$ cat config.mk
export PLATFORM = sky130hd
export DESIGN_NAME = spi_cmd_decoder
export DESIGN_NICKNAME = d
export VERILOG_FILES = /design/src/rtl/spi_dec_pkg.sv /design/src/rtl/spi_pin_sampler.sv /design/src/rtl/spi_frame_ctr.sv /design/src/rtl/spi_cmd_exec.sv /design/src/rtl/spi_so_mux.sv /design/src/rtl/spi_cmd_decoder.sv
export SDC_FILE = /design/constraint.sdc
export NUM_CORES = 1
export LEC_CHECK = 0
export ABC_AREA = 1
export CORE_MARGIN = 3
export CORE_UTILIZATION = 45
export CTS_CLUSTER_DIAMETER = 80
export DETAILED_ROUTE_END_ITERATION = 7
export DONT_BUFFER_PORTS = 1
export HOLD_SLACK_MARGIN = 0.15
export PLACE_DENSITY = 0.66
export SLEW_MARGIN = 20
export SYNTH_ARGS = -nofsm -noshare
export SYNTH_HDL_FRONTEND = slang
export SYNTH_SLANG_ARGS = --single-unit
export TNS_END_PERCENT = 30
$ cat constraint.sdc
create_clock -name clk -period 2.6 [get_ports clk]
set_clock_uncertainty 0.05 [all_clocks]
set_input_delay 0.39 -clock clk [delete_from_list [all_inputs] [get_ports clk]]
set_output_delay 0.39 -clock clk [all_outputs]
set_load 0.05 [all_outputs]
$ cat src/rtl/spi_dec_pkg.sv
// Shared opcode values and fixed field positions for the SPI command decoder.
// Assumes an 8-bit opcode leads every frame.
package spi_dec_pkg;
    localparam int OPC_W = 8;

    localparam logic [OPC_W-1:0] OP_RD_RX  = 8'h08;
    localparam logic [OPC_W-1:0] OP_RD_RXH = 8'h09;
    localparam logic [OPC_W-1:0] OP_RD_ST  = 8'h0A;
    localparam logic [OPC_W-1:0] OP_RD_CR  = 8'h0B;
    localparam logic [OPC_W-1:0] OP_RD_LBL = 8'h0D;
    localparam logic [OPC_W-1:0] OP_WR_LBL = 8'h0E;
    localparam logic [OPC_W-1:0] OP_WR_CR  = 8'h10;
    localparam logic [OPC_W-1:0] OP_TX_CLR = 8'h11;
    localparam logic [OPC_W-1:0] OP_TX_GO  = 8'h12;

    // Control bit that, when set, blocks the start-transmission command.
    localparam int GO_HOLD_BIT = 13;
endpackage

$ cat src/rtl/spi_pin_sampler.sv
// Samples the SPI pins in the system clock domain and finds SCK edges.
// Assumes the pins are already synchronous to clk and that SCK stays in
// each level for at least two clk cycles.
module spi_pin_sampler (
    input  logic clk,
    input  logic rst_n,
    input  logic sck,
    input  logic cs_n,
    input  logic si,
    output logic cs_act,
    output logic sck_rise,
    output logic sck_fall,
    output logic si_s
);
    logic sck_d1, sck_d2;

    // Register the pins and keep one extra SCK stage for edge detection.
    always_ff @(posedge clk) begin
        if (!rst_n) begin
            sck_d1 <= 1'b0;
            sck_d2 <= 1'b0;
            cs_act <= 1'b0;
            si_s   <= 1'b0;
        end else begin
            sck_d1 <= sck;
            sck_d2 <= sck_d1;
            cs_act <= ~cs_n;
            si_s   <= si;
        end
    end

    assign sck_rise = cs_act & sck_d1 & ~sck_d2;
    assign sck_fall = cs_act & ~sck_d1 & sck_d2;
endmodule

$ cat src/rtl/spi_frame_ctr.sv
// Counts SCK rising edges within a frame and captures the opcode.
// Assumes cs_act low clears the frame; the count saturates at its maximum.
module spi_frame_ctr
    import spi_dec_pkg::*;
#(
    parameter int CNT_W = 9
) (
    input  logic             clk,
    input  logic             rst_n,
    input  logic             cs_act,
    input  logic             sck_rise,
    input  logic             si_s,
    output logic [CNT_W-1:0] cnt,
    output logic [OPC_W-1:0] opc_q,
    output logic [OPC_W-1:0] opc_now
);
    // Opcode value including the bit being sampled now.
    assign opc_now = {opc_q[OPC_W-2:0], si_s};

    // Advance the bit count and shift in opcode bits during the first byte.
    always_ff @(posedge clk) begin
        if (!rst_n || !cs_act) begin
            cnt   <= '0;
            opc_q <= '0;
        end else if (sck_rise) begin
            if (cnt != '1)
                cnt <= cnt + 1'b1;
            if (cnt < CNT_W'(OPC_W))
                opc_q <= opc_now;
        end
    end


    cnt_clear_chk: assert property (@(posedge clk) disable iff (!rst_n)
        !cs_act |=> (cnt == '0));
endmodule

$ cat src/rtl/spi_cmd_exec.sv
// Executes commands: owns the control register and label table and emits
// datapath strobes. Writes commit only on the final data bit of the frame.
// Assumes cnt holds the index of the bit sampled on bit_stb.
module spi_cmd_exec
    import spi_dec_pkg::*;
#(
    parameter int CR_W  = 16,
    parameter int LBL_N = 256,
    parameter int RX_W  = 32,
    parameter int CNT_W = 9
) (
    input  logic             clk,
    input  logic             rst_n,
    input  logic             bit_stb,
    input  logic             bit_val,
    input  logic [CNT_W-1:0] cnt,
    input  logic [OPC_W-1:0] opc_q,
    input  logic [OPC_W-1:0] opc_now,
    output logic [CR_W-1:0]  ctrl_q,
    output logic [LBL_N-1:0] lbl_q,
    output logic             tx_clr_o,
    output logic             tx_go_o,
    output logic             rx_pop_o
);
    localparam int SH_W = (LBL_N > CR_W) ? LBL_N : CR_W;

    logic [SH_W-1:0]  shadow;
    logic [CNT_W-1:0] didx;
    logic             in_data;
    logic             last_op;

    assign didx    = cnt - CNT_W'(OPC_W);
    assign in_data = cnt >= CNT_W'(OPC_W);
    assign last_op = cnt == CNT_W'(OPC_W - 1);

    // Decode each sampled bit: action strobes, shadow shifting and commits.
    always_ff @(posedge clk) begin
        if (!rst_n) begin
            ctrl_q   <= '0;
            lbl_q    <= '0;
            shadow   <= '0;
            tx_clr_o <= 1'b0;
            tx_go_o  <= 1'b0;
            rx_pop_o <= 1'b0;
        end else begin
            tx_clr_o <= 1'b0;
            tx_go_o  <= 1'b0;
            rx_pop_o <= 1'b0;
            if (bit_stb && last_op) begin
                if (opc_now == OP_TX_CLR)
                    tx_clr_o <= 1'b1;
                if (opc_now == OP_TX_GO && !ctrl_q[GO_HOLD_BIT])
                    tx_go_o <= 1'b1;
            end
            if (bit_stb && in_data) begin
                case (opc_q)
                    OP_WR_CR: begin
                        shadow <= {shadow[SH_W-2:0], bit_val};
                        if (didx == CNT_W'(CR_W - 1))
                            ctrl_q <= {shadow[CR_W-2:0], bit_val};
                    end
                    OP_WR_LBL: begin
                        shadow <= {shadow[SH_W-2:0], bit_val};
                        if (didx == CNT_W'(LBL_N - 1))
                            lbl_q <= {shadow[LBL_N-2:0], bit_val};
                    end
                    OP_RD_RX: begin
                        if (didx == CNT_W'(RX_W - 1))
                            rx_pop_o <= 1'b1;
                    end
                    OP_RD_RXH: begin
                        if (didx == CNT_W'(RX_W / 2 - 1))
                            rx_pop_o <= 1'b1;
                    end
                    default: ;
                endcase
            end
        end
    end


    strobe_excl_chk: assert property (@(posedge clk) disable iff (!rst_n)
        $onehot0({tx_clr_o, tx_go_o, rx_pop_o}));


    go_gate_chk: assert property (@(posedge clk) disable iff (!rst_n)
        tx_go_o |-> !ctrl_q[GO_HOLD_BIT]);


    ctrl_hold_chk: assert property (@(posedge clk) disable iff (!rst_n)
        !(bit_stb && in_data && opc_q == OP_WR_CR) |=> $stable(ctrl_q));
endmodule

$ cat src/rtl/spi_so_mux.sv
// Selects the next serial output bit for read commands and updates it on
// SCK falling edges (mode 0). Receive and status reads use a snapshot taken
// when the opcode completes. Assumes ST_W <= RX_W.
module spi_so_mux
    import spi_dec_pkg::*;
#(
    parameter int CR_W  = 16,
    parameter int LBL_N = 256,
    parameter int RX_W  = 32,
    parameter int ST_W  = 8,
    parameter int CNT_W = 9
) (
    input  logic             clk,
    input  logic             rst_n,
    input  logic             cs_act,
    input  logic             sck_rise,
    input  logic             sck_fall,
    input  logic [CNT_W-1:0] cnt,
    input  logic [OPC_W-1:0] opc_q,
    input  logic [OPC_W-1:0] opc_now,
    input  logic [CR_W-1:0]  ctrl_q,
    input  logic [LBL_N-1:0] lbl_q,
    input  logic [RX_W-1:0]  rx_word_i,
    input  logic [ST_W-1:0]  status_i,
    output logic             so_q
);
    localparam int CR_AW  = $clog2(CR_W);
    localparam int LBL_AW = $clog2(LBL_N);
    localparam int RX_AW  = $clog2(RX_W);

    logic [RX_W-1:0]  snap;
    logic [CNT_W-1:0] k;
    logic             nxt;
    logic             is_rd;

    assign k     = cnt - CNT_W'(OPC_W);
    assign is_rd = opc_q inside {OP_RD_RX, OP_RD_RXH, OP_RD_ST, OP_RD_CR, OP_RD_LBL};

    // Freeze the received word or status at the end of the opcode byte.
    always_ff @(posedge clk) begin
        if (!rst_n)
            snap <= '0;
        else if (sck_rise && cnt == CNT_W'(OPC_W - 1)) begin
            if (opc_now == OP_RD_ST)
                snap <= RX_W'(status_i) << (RX_W - ST_W);
            else
                snap <= rx_word_i;
        end
    end

    // Pick payload bit k for the latched opcode, zero past the payload end.
    always_comb begin
        nxt = 1'b0;
        if (cnt >= CNT_W'(OPC_W)) begin
            case (opc_q)
                OP_RD_CR:  if (k < CNT_W'(CR_W))
                               nxt = ctrl_q[CR_AW'(CR_W - 1) - k[CR_AW-1:0]];
                OP_RD_LBL: if (k < CNT_W'(LBL_N))
                               nxt = lbl_q[LBL_AW'(LBL_N - 1) - k[LBL_AW-1:0]];
                OP_RD_RX:  if (k < CNT_W'(RX_W))
                               nxt = snap[RX_AW'(RX_W - 1) - k[RX_AW-1:0]];
                OP_RD_RXH: if (k < CNT_W'(RX_W / 2))
                               nxt = snap[RX_AW'(RX_W - 1) - k[RX_AW-1:0]];
                OP_RD_ST:  if (k < CNT_W'(ST_W))
                               nxt = snap[RX_AW'(RX_W - 1) - k[RX_AW-1:0]];
                default:   nxt = 1'b0;
            endcase
        end
    end

    // Present the selected bit after each SCK falling edge.
    always_ff @(posedge clk) begin
        if (!rst_n || !cs_act)
            so_q <= 1'b0;
        else if (sck_fall)
            so_q <= nxt;
    end


    unknown_zero_chk: assert property (@(posedge clk) disable iff (!rst_n)
        (cs_act && cnt >= CNT_W'(OPC_W) && !is_rd) |=> !so_q);
endmodule

$ cat src/rtl/spi_cmd_decoder.sv
// Top of the SPI command decoder: pin sampling, frame counting, command
// execution and serial output selection. Assumes SPI pins synchronous to
// clk with SCK much slower than clk.
module spi_cmd_decoder
    import spi_dec_pkg::*;
#(
    parameter int CR_W  = 16,
    parameter int LBL_N = 256,
    parameter int RX_W  = 32,
    parameter int ST_W  = 8
) (
    input  logic                     clk,
    input  logic                     rst_n,
    input  logic                     sck,
    input  logic                     cs_n,
    input  logic                     si,
    output logic                     so_o,
    output logic                     so_oe_o,
    input  logic [RX_W-1:0]          rx_word_i,
    input  logic [ST_W-1:0]          status_i,
    input  logic [$clog2(LBL_N)-1:0] lbl_addr_i,
    output logic                     lbl_hit_o,
    output logic [CR_W-1:0]          ctrl_o,
    output logic                     tx_clr_o,
    output logic                     tx_go_o,
    output logic                     rx_pop_o
);
    localparam int CNT_W = $clog2(OPC_W + LBL_N + 1);

    logic             cs_act, sck_rise, sck_fall, si_s, so_q;
    logic [CNT_W-1:0] cnt;
    logic [OPC_W-1:0] opc_q, opc_now;
    logic [CR_W-1:0]  ctrl_q;
    logic [LBL_N-1:0] lbl_q;

    spi_pin_sampler u_pins (
        .clk(clk), .rst_n(rst_n), .sck(sck), .cs_n(cs_n), .si(si),
        .cs_act(cs_act), .sck_rise(sck_rise), .sck_fall(sck_fall), .si_s(si_s)
    );

    spi_frame_ctr #(.CNT_W(CNT_W)) u_frame (
        .clk(clk), .rst_n(rst_n), .cs_act(cs_act), .sck_rise(sck_rise),
        .si_s(si_s), .cnt(cnt), .opc_q(opc_q), .opc_now(opc_now)
    );

    spi_cmd_exec #(.CR_W(CR_W), .LBL_N(LBL_N), .RX_W(RX_W), .CNT_W(CNT_W)) u_exec (
        .clk(clk), .rst_n(rst_n), .bit_stb(sck_rise), .bit_val(si_s),
        .cnt(cnt), .opc_q(opc_q), .opc_now(opc_now), .ctrl_q(ctrl_q),
        .lbl_q(lbl_q), .tx_clr_o(tx_clr_o), .tx_go_o(tx_go_o), .rx_pop_o(rx_pop_o)
    );

    spi_so_mux #(.CR_W(CR_W), .LBL_N(LBL_N), .RX_W(RX_W), .ST_W(ST_W), .CNT_W(CNT_W)) u_so (
        .clk(clk), .rst_n(rst_n), .cs_act(cs_act), .sck_rise(sck_rise),
        .sck_fall(sck_fall), .cnt(cnt), .opc_q(opc_q), .opc_now(opc_now),
        .ctrl_q(ctrl_q), .lbl_q(lbl_q), .rx_word_i(rx_word_i),
        .status_i(status_i), .so_q(so_q)
    );

    assign so_o      = so_q;
    assign so_oe_o   = cs_act;
    assign ctrl_o    = ctrl_q;
    assign lbl_hit_o = lbl_q[lbl_addr_i];


    oe_release_chk: assert property (@(posedge clk) disable iff (!rst_n)
        cs_n |=> !so_oe_o);
endmodule

After elaboration in Yosys (flattened, before gate mapping):

Cells that the tools add are included.

* $add $sub $neg: 5
* $mul: 0
* divide/modulo/power cells: 0
* $lt $le $gt $ge: 10
* eq/ne operators: 15
* shift operators: 0
* mux-type cells: 21
* bitwise logic cells: 7
* reduce and logical (&&, ||, !) cells: 15

Operators by type and width (number)
* 8-bit by 4-bit equality test with 1-bit output, second input constant: 7
* 32-bit 2-to-1 mux: 1
* 8-bit by 5-bit equality test with 1-bit output, second input constant: 3
* 8-bit by 9-bit less-than comparator with 1-bit output, second input constant: 2
* 9-bit by 4-bit less-than comparator with 1-bit output, second input constant: 2
* 1-bit binary-select mux with 8-bit select: 2
* 1-bit 2-to-1 mux: 14
* 2-bit AND reduction: 5
* 9-bit by 1-bit adder with 9-bit output, second input constant: 1
* 9-bit by 3-bit equality test with 1-bit output, second input constant: 1
* 9-bit by 4-bit equality test with 1-bit output, second input constant: 1
* 9-bit by 5-bit equality test with 1-bit output, second input constant: 1
* 9-bit by 8-bit equality test with 1-bit output, second input constant: 1
* 9-bit by 4-bit >= comparator with 1-bit output, second input constant: 1
* 9-bit by 5-bit less-than comparator with 1-bit output, second input constant: 1
* 9-bit by 6-bit less-than comparator with 1-bit output, second input constant: 1
* 9-bit less-than comparator, second input constant: 1
* 9-bit inequality test, second input constant: 1
* 9-bit by 4-bit subtractor with 9-bit output, second input constant: 1
* 8-bit subtractor, first input constant: 1
* 5-bit by 6-bit less-than comparator with 1-bit output, second input constant: 1
* 3-bit AND reduction: 2
* 1-bit binary-select mux with 5-bit select: 1
* 4-bit by 5-bit less-than comparator with 1-bit output, second input constant: 1
* 11 further kinds: 20

* register bits after elaboration: 584
* bits in latches: 0
* bits in writable memories: 0
* ROM bits: 0
* memories: 0

Logic depth before layout (Yosys ltp):

* word-level depth: 7
* depth in mapped cells: 17
* mapped depth without buffers: 15

By module:

A second synthesis with hierarchy kept.

* cells, all modules: 4566
* area total of the unflattened synthesis: 29216.8 µm²

By module, submodules not included
* spi_cmd_exec: instances 1, cells each 2953, area an instance 20848.7 µm²
* spi_so_mux: instances 1, cells each 889, area an instance 4649.5 µm²
* spi_cmd_decoder: instances 1, cells each 579, area an instance 2672.6 µm²
* spi_frame_ctr: instances 1, cells each 129, area an instance 918.4 µm²
* spi_pin_sampler: instances 1, cells each 16, area an instance 127.6 µm²

Worst setup path after synthesis:

OpenSTA, ideal clock, no wires.

* path kind: flip-flop to flip-flop
* start: register u_frame.cnt[0]
* end: register u_exec.shadow[101]
* data arrival time: 2.346 ns
* required time: 2.464 ns
* path slack: 0.119 ns
* stages on the path, launching flop included: 14
* path buffers: 5
* clock period less this slack: 2.481 ns
* cell sequence: dfxtp_1 buf_2 inv_2 buf_2 buf_1 ha_1 a31oi_1 nor2_1 nand3_1 nand2_1 buf_2 clkbuf_1 nor2_1 a211oi_1

* cells in the longest elaborated chain, start to end: 3

RTL lines
* start: declaration: line spi_frame_ctr.sv:13 `output logic [CNT_W-1:0] cnt,`
* start signal: assignment: line spi_frame_ctr.sv:27 `cnt <= cnt + 1'b1;`
* 9-bit by 4-bit >= comparator with 1-bit output: line spi_cmd_exec.sv:33 `assign in_data = cnt >= CNT_W'(OPC_W);`
* 1-bit logical AND: line spi_cmd_exec.sv:55 `if (bit_stb && in_data) begin`
* 2-bit AND reduction (no line)
* end signal: assignment: line spi_cmd_exec.sv:58 `shadow <= {shadow[SH_W-2:0], bit_val};`
* end signal: assignment: line spi_cmd_exec.sv:63 `shadow <= {shadow[SH_W-2:0], bit_val};`
* end: declaration: line spi_cmd_exec.sv:27 `logic [SH_W-1:0] shadow;`

Every way passes these cells.
A chain may end at the register's enable or synchronous reset.

Final worst setup path:

* start: register u_exec.lbl_q[78]
* end: output port lbl_hit_o

* cells in the longest elaborated chain, start to end: 2

RTL lines
* start: declaration: line spi_cmd_exec.sv:20 `output logic [LBL_N-1:0] lbl_q,`
* start signal: assignment: line spi_cmd_exec.sv:65 `lbl_q <= {shadow[LBL_N-2:0], bit_val};`
* 1-bit binary-select mux with 8-bit select: line spi_cmd_decoder.sv:62 `assign lbl_hit_o = lbl_q[lbl_addr_i];`
* 1-bit 2-to-1 mux (implied by the code): line spi_cmd_decoder.sv:62
* end: declaration: line spi_cmd_decoder.sv:22 `output logic lbl_hit_o,`

Every way passes these cells. The select of a mux whose other input is x is not followed.

==> flow_metrics.env <==
export IMPL_antenna_found_initial=0
export IMPL_layout_commonest_cell="dfxtp_1"
export IMPL_cts_tree="done"
export IMPL_place_inst=4183
export IMPL_fmax_mhz=370
export IMPL_clockBufferDepth=3
export IMPL_period_share_pct=104
export IMPL_start_kind="flop"
export IMPL_pwr_share_comb_pct=3.2
export IMPL_setup_viol=1
export IMPL_hpwlAfterDp_um=44100
export IMPL_min_path_type="input port to flop"
export IMPL_ys_seq_area_share_pct=45.3
export IMPL_drt_pass1_iterations=8
export IMPL_area_growth_pct=16.3
export IMPL_die_w_um=245
export IMPL_core_um2=56500
export IMPL_holdPathStages=2
export IMPL_relSlewSlack_pct=58.7
export IMPL_final_nets=3632
export IMPL_fp_dieArea_um2=60200
export IMPL_crit_type="flop to primary output"
export IMPL_clock_sinks=584
export IMPL_antenna_left=0
export IMPL_gp_congestion=0.848
export IMPL_vias=23800
export IMPL_final_util_pct=53.1
export IMPL_wl_met2_um=33100
export IMPL_start_util_pct=45.7
export IMPL_synth_ff_latch_count=584
export IMPL_grt_pass1_vias=21300
export IMPL_crit_chain="o21ai_0 -> o22ai_1 -> nand2_1 -> nand3_1 -> nand2_1 -> o21ai_2 -> nand2_1 -> nand3_1 -> nand3b_1 -> nand2_2 -> buf_12"
export IMPL_yosysWarnings=0
export IMPL_clkPwrFrac_pct=46.8
export IMPL_ys_async_sr_fraction_pct=0
export IMPL_wl_um=73700
export IMPL_fin_ws_ns=-0.0992
export IMPL_hold_viol=56
export IMPL_final_cell_mix="565 x dfxtp_1, 475 x nor2_1, 462 x nand2_1"
export IMPL_fin_cells=4372
export IMPL_crit_required_ns=2.16
export IMPL_synth_edff_count=0
export IMPL_rows=87
export IMPL_end_kind="primary output"
export IMPL_synth_area_per_cell_um2=7.17
export IMPL_power_total_mw=17.9
export IMPL_n_fill_cell=5344
export IMPL_critPathMaxStageDelay_ns=0.35
export IMPL_grt_max_degree=302
export IMPL_hold_slack_ns=-0.0655
export IMPL_cts_max_level=2
export IMPL_power_leakage_nw=10.7
export IMPL_viasPerCell=5.45
export IMPL_root_buffer="clkbuf_16"
export IMPL_power_internal_mw=14.0
export IMPL_path_max_fanout=3
export IMPL_route_met3_wl_um=4580
export IMPL_seqCellArea_um2=11700
export IMPL_m1WireLength_um=33900
export IMPL_synthesis_nets=3655
export IMPL_synth_distinct_cells=36
export IMPL_worst_path_most_repeated_cell="nand2_1"
export IMPL_p_switching_mw=3.93
export IMPL_power_frac_seq_pct=49.9
export IMPL_rsz0062_at_grt="yes"
export IMPL_wl_per_cell_um=16.9
export IMPL_grt_total_usage_pct=23.6
export IMPL_finalCriticalPeriod_ns=2.70
export IMPL_peakVddDrop_mv=0.487
export IMPL_maxUsedRoutingLayer="met4"
export IMPL_r2r_cells=15
export IMPL_switching_share_pct=21.9
export IMPL_holdBufCountCts=72
export IMPL_io_pin_count=75
export IMPL_slew_viol_final=0
export IMPL_synth_area_um2=25800
export IMPL_pre_cts_ws_ns=-0.0106
export IMPL_syn_inst=3596
export IMPL_portBuffers=0
export IMPL_drt_iter0_drc=2283
export IMPL_tightest_slew_ns=0.620
export IMPL_antennaDiodeCount=0
export IMPL_grt_pass1_wl_um=117000
export IMPL_layout_drive_gt1_share_pct=7.96
export IMPL_cp_data_arrival_time_ns=2.26
export IMPL_clock_latency_ns=0.64
export IMPL_drc=0
export IMPL_multi_input_area_um2=11600
export IMPL_max_cap_violations=0
export IMPL_cpMaxStageDelayCell="dfxtp_2"
export IMPL_ys_flop_type="dfxtp_1"
export IMPL_status="finished with violations"
export IMPL_cts_buffers=60
export IMPL_overflow=0
export IMPL_die_y_um=245
export IMPL_failed_checks="negative hold slack, negative setup slack"
export IMPL_clk_pin_slew_ns=0.07
export IMPL_power_density_cell_area_nw_per_um2=598
## flip-flops by register name, indices dropped and copies added (netlist names)
register / count
u_exec.shadow: 255
u_pins.sck_d1: 1
u_frame.opc_q: 8
u_pins.cs_act: 1
u_so.snap: 32
u_pins.si_s: 1
u_exec.rx_pop_o: 1
u_pins.sck_d2: 1
u_frame.cnt: 9
u_exec.lbl_q: 256
u_exec.tx_clr_o: 1
u_exec.ctrl_q: 16
u_exec.tx_go_o: 1
u_so.so_q: 1
## power by group through the flow
| stage | clock network [mW] | logic (mW) | registers (mW) |
|---|---|---|---|
| floorplan | 0 | 0.419 | 9.15 |
| global placement | 0 | 0.500 | 9.15 |
| detailed placement | 0 | 0.502 | 9.15 |
| CTS | 8.57 | 0.569 | 8.95 |
| global route | 8.97 | 0.633 | 8.95 |
| finish | 8.40 | 0.582 | 8.95 |
## cell type report
type / count / share of cell area (%)
Sequential cell: 584 / 39.1
Multi-Input combinational cell: 2375 / 38.8
Timing Repair Buffer: 214 / 8.32
Clock buffer: 89 / 5.84
Inverter: 338 / 4.27
Tap cell: 756 / 3.15
Clock inverter: 16 / 0.496
## routing by layer
layer	up-vias	track usage, %
met4	0	7.33
met3	141	3.70
met2	708	37.3
met5	-	0
li1	12100	-
met1	10900	33.1
## repair_timing
item                                    in CTS  in global routing
hold endpoints to repair                   310                272
endpoints found under the setup margin       1                346
setup buffers                                0                  7
pin swaps                                   17                 11
gates resized for setup                     40                 21
gates cloned                                 0                  6
## synthesized netlist by cell type (2+ instances only)
cell,count,area (um2)
nor3_1,10,50.1
nand2_1,466,1750
o211ai_1,7,52.6
buf_2,110,551
buf_1,19,71.3
nor2_1,477,1790
a21oi_1,358,1790
o221ai_1,2,17.5
nor4_1,6,37.5
xor2_1,2,17.5
nand4_1,6,37.5
o21ai_0,414,2070
clkbuf_1,166,623
nor3b_1,3,22.5
inv_1,333,1250
a31oi_1,2,12.5
inv_2,5,18.8
a211oi_1,256,1920
o21ai_1,103,515
o22ai_1,41,257
mux2i_1,3,30.0
ha_1,6,75.1
buf_4,4,30.0
nand3_1,202,1010
dfxtp_1,584,11700
## worst max-delay path: cells and delay by family (launching register included)
kind	cells	cell delay, ns
compound gates	3	0.44
buf+inv	1	0.14
flops	1	0.35
simple gates	7	0.69
## final timing paths
| path | start | to | slack (ns) |
|---|---|---|---|
| worst max-delay path | u_exec.lbl_q[78] | lbl_hit_o | -0.1 |
| worst min-delay path | rst_n | u_exec.lbl_q[65] | -0.07 |
| worst max register to register | u_frame.cnt[4] | u_exec.lbl_q[104] | 0.08 |
| worst min register to register | u_exec.shadow[53] | u_exec.lbl_q[54] | 0.41 |
## metrics by stage
| stage | hold WS (ns) | setup TNS [ns] | cell area [um2] |
|---|---|---|---|
| floorplan | 0.357 | 0 | 25800 |
| global placement | 0.368 | 0 | 27000 |
| CTS | -0.156 | -0.0827 | 29700 |
| global route | -0.114 | -0.641 | 30000 |
| finish | -0.0655 | -0.0992 | 30000 |
| detailed placement | 0.380 | -0.0106 | 27000 |
## logic make-up after synthesis
logic type,count (synthesis),synth area share [%]
mux,3,0.116
xor+xnor,3,0.102
fa+ha+maj,6,0.291
compound gates,1188,25.9
simple gates,1175,18.4
buf+inv,637,9.86
flops,584,45.3
No activity file was read; power rests on OpenSTA's default activity.
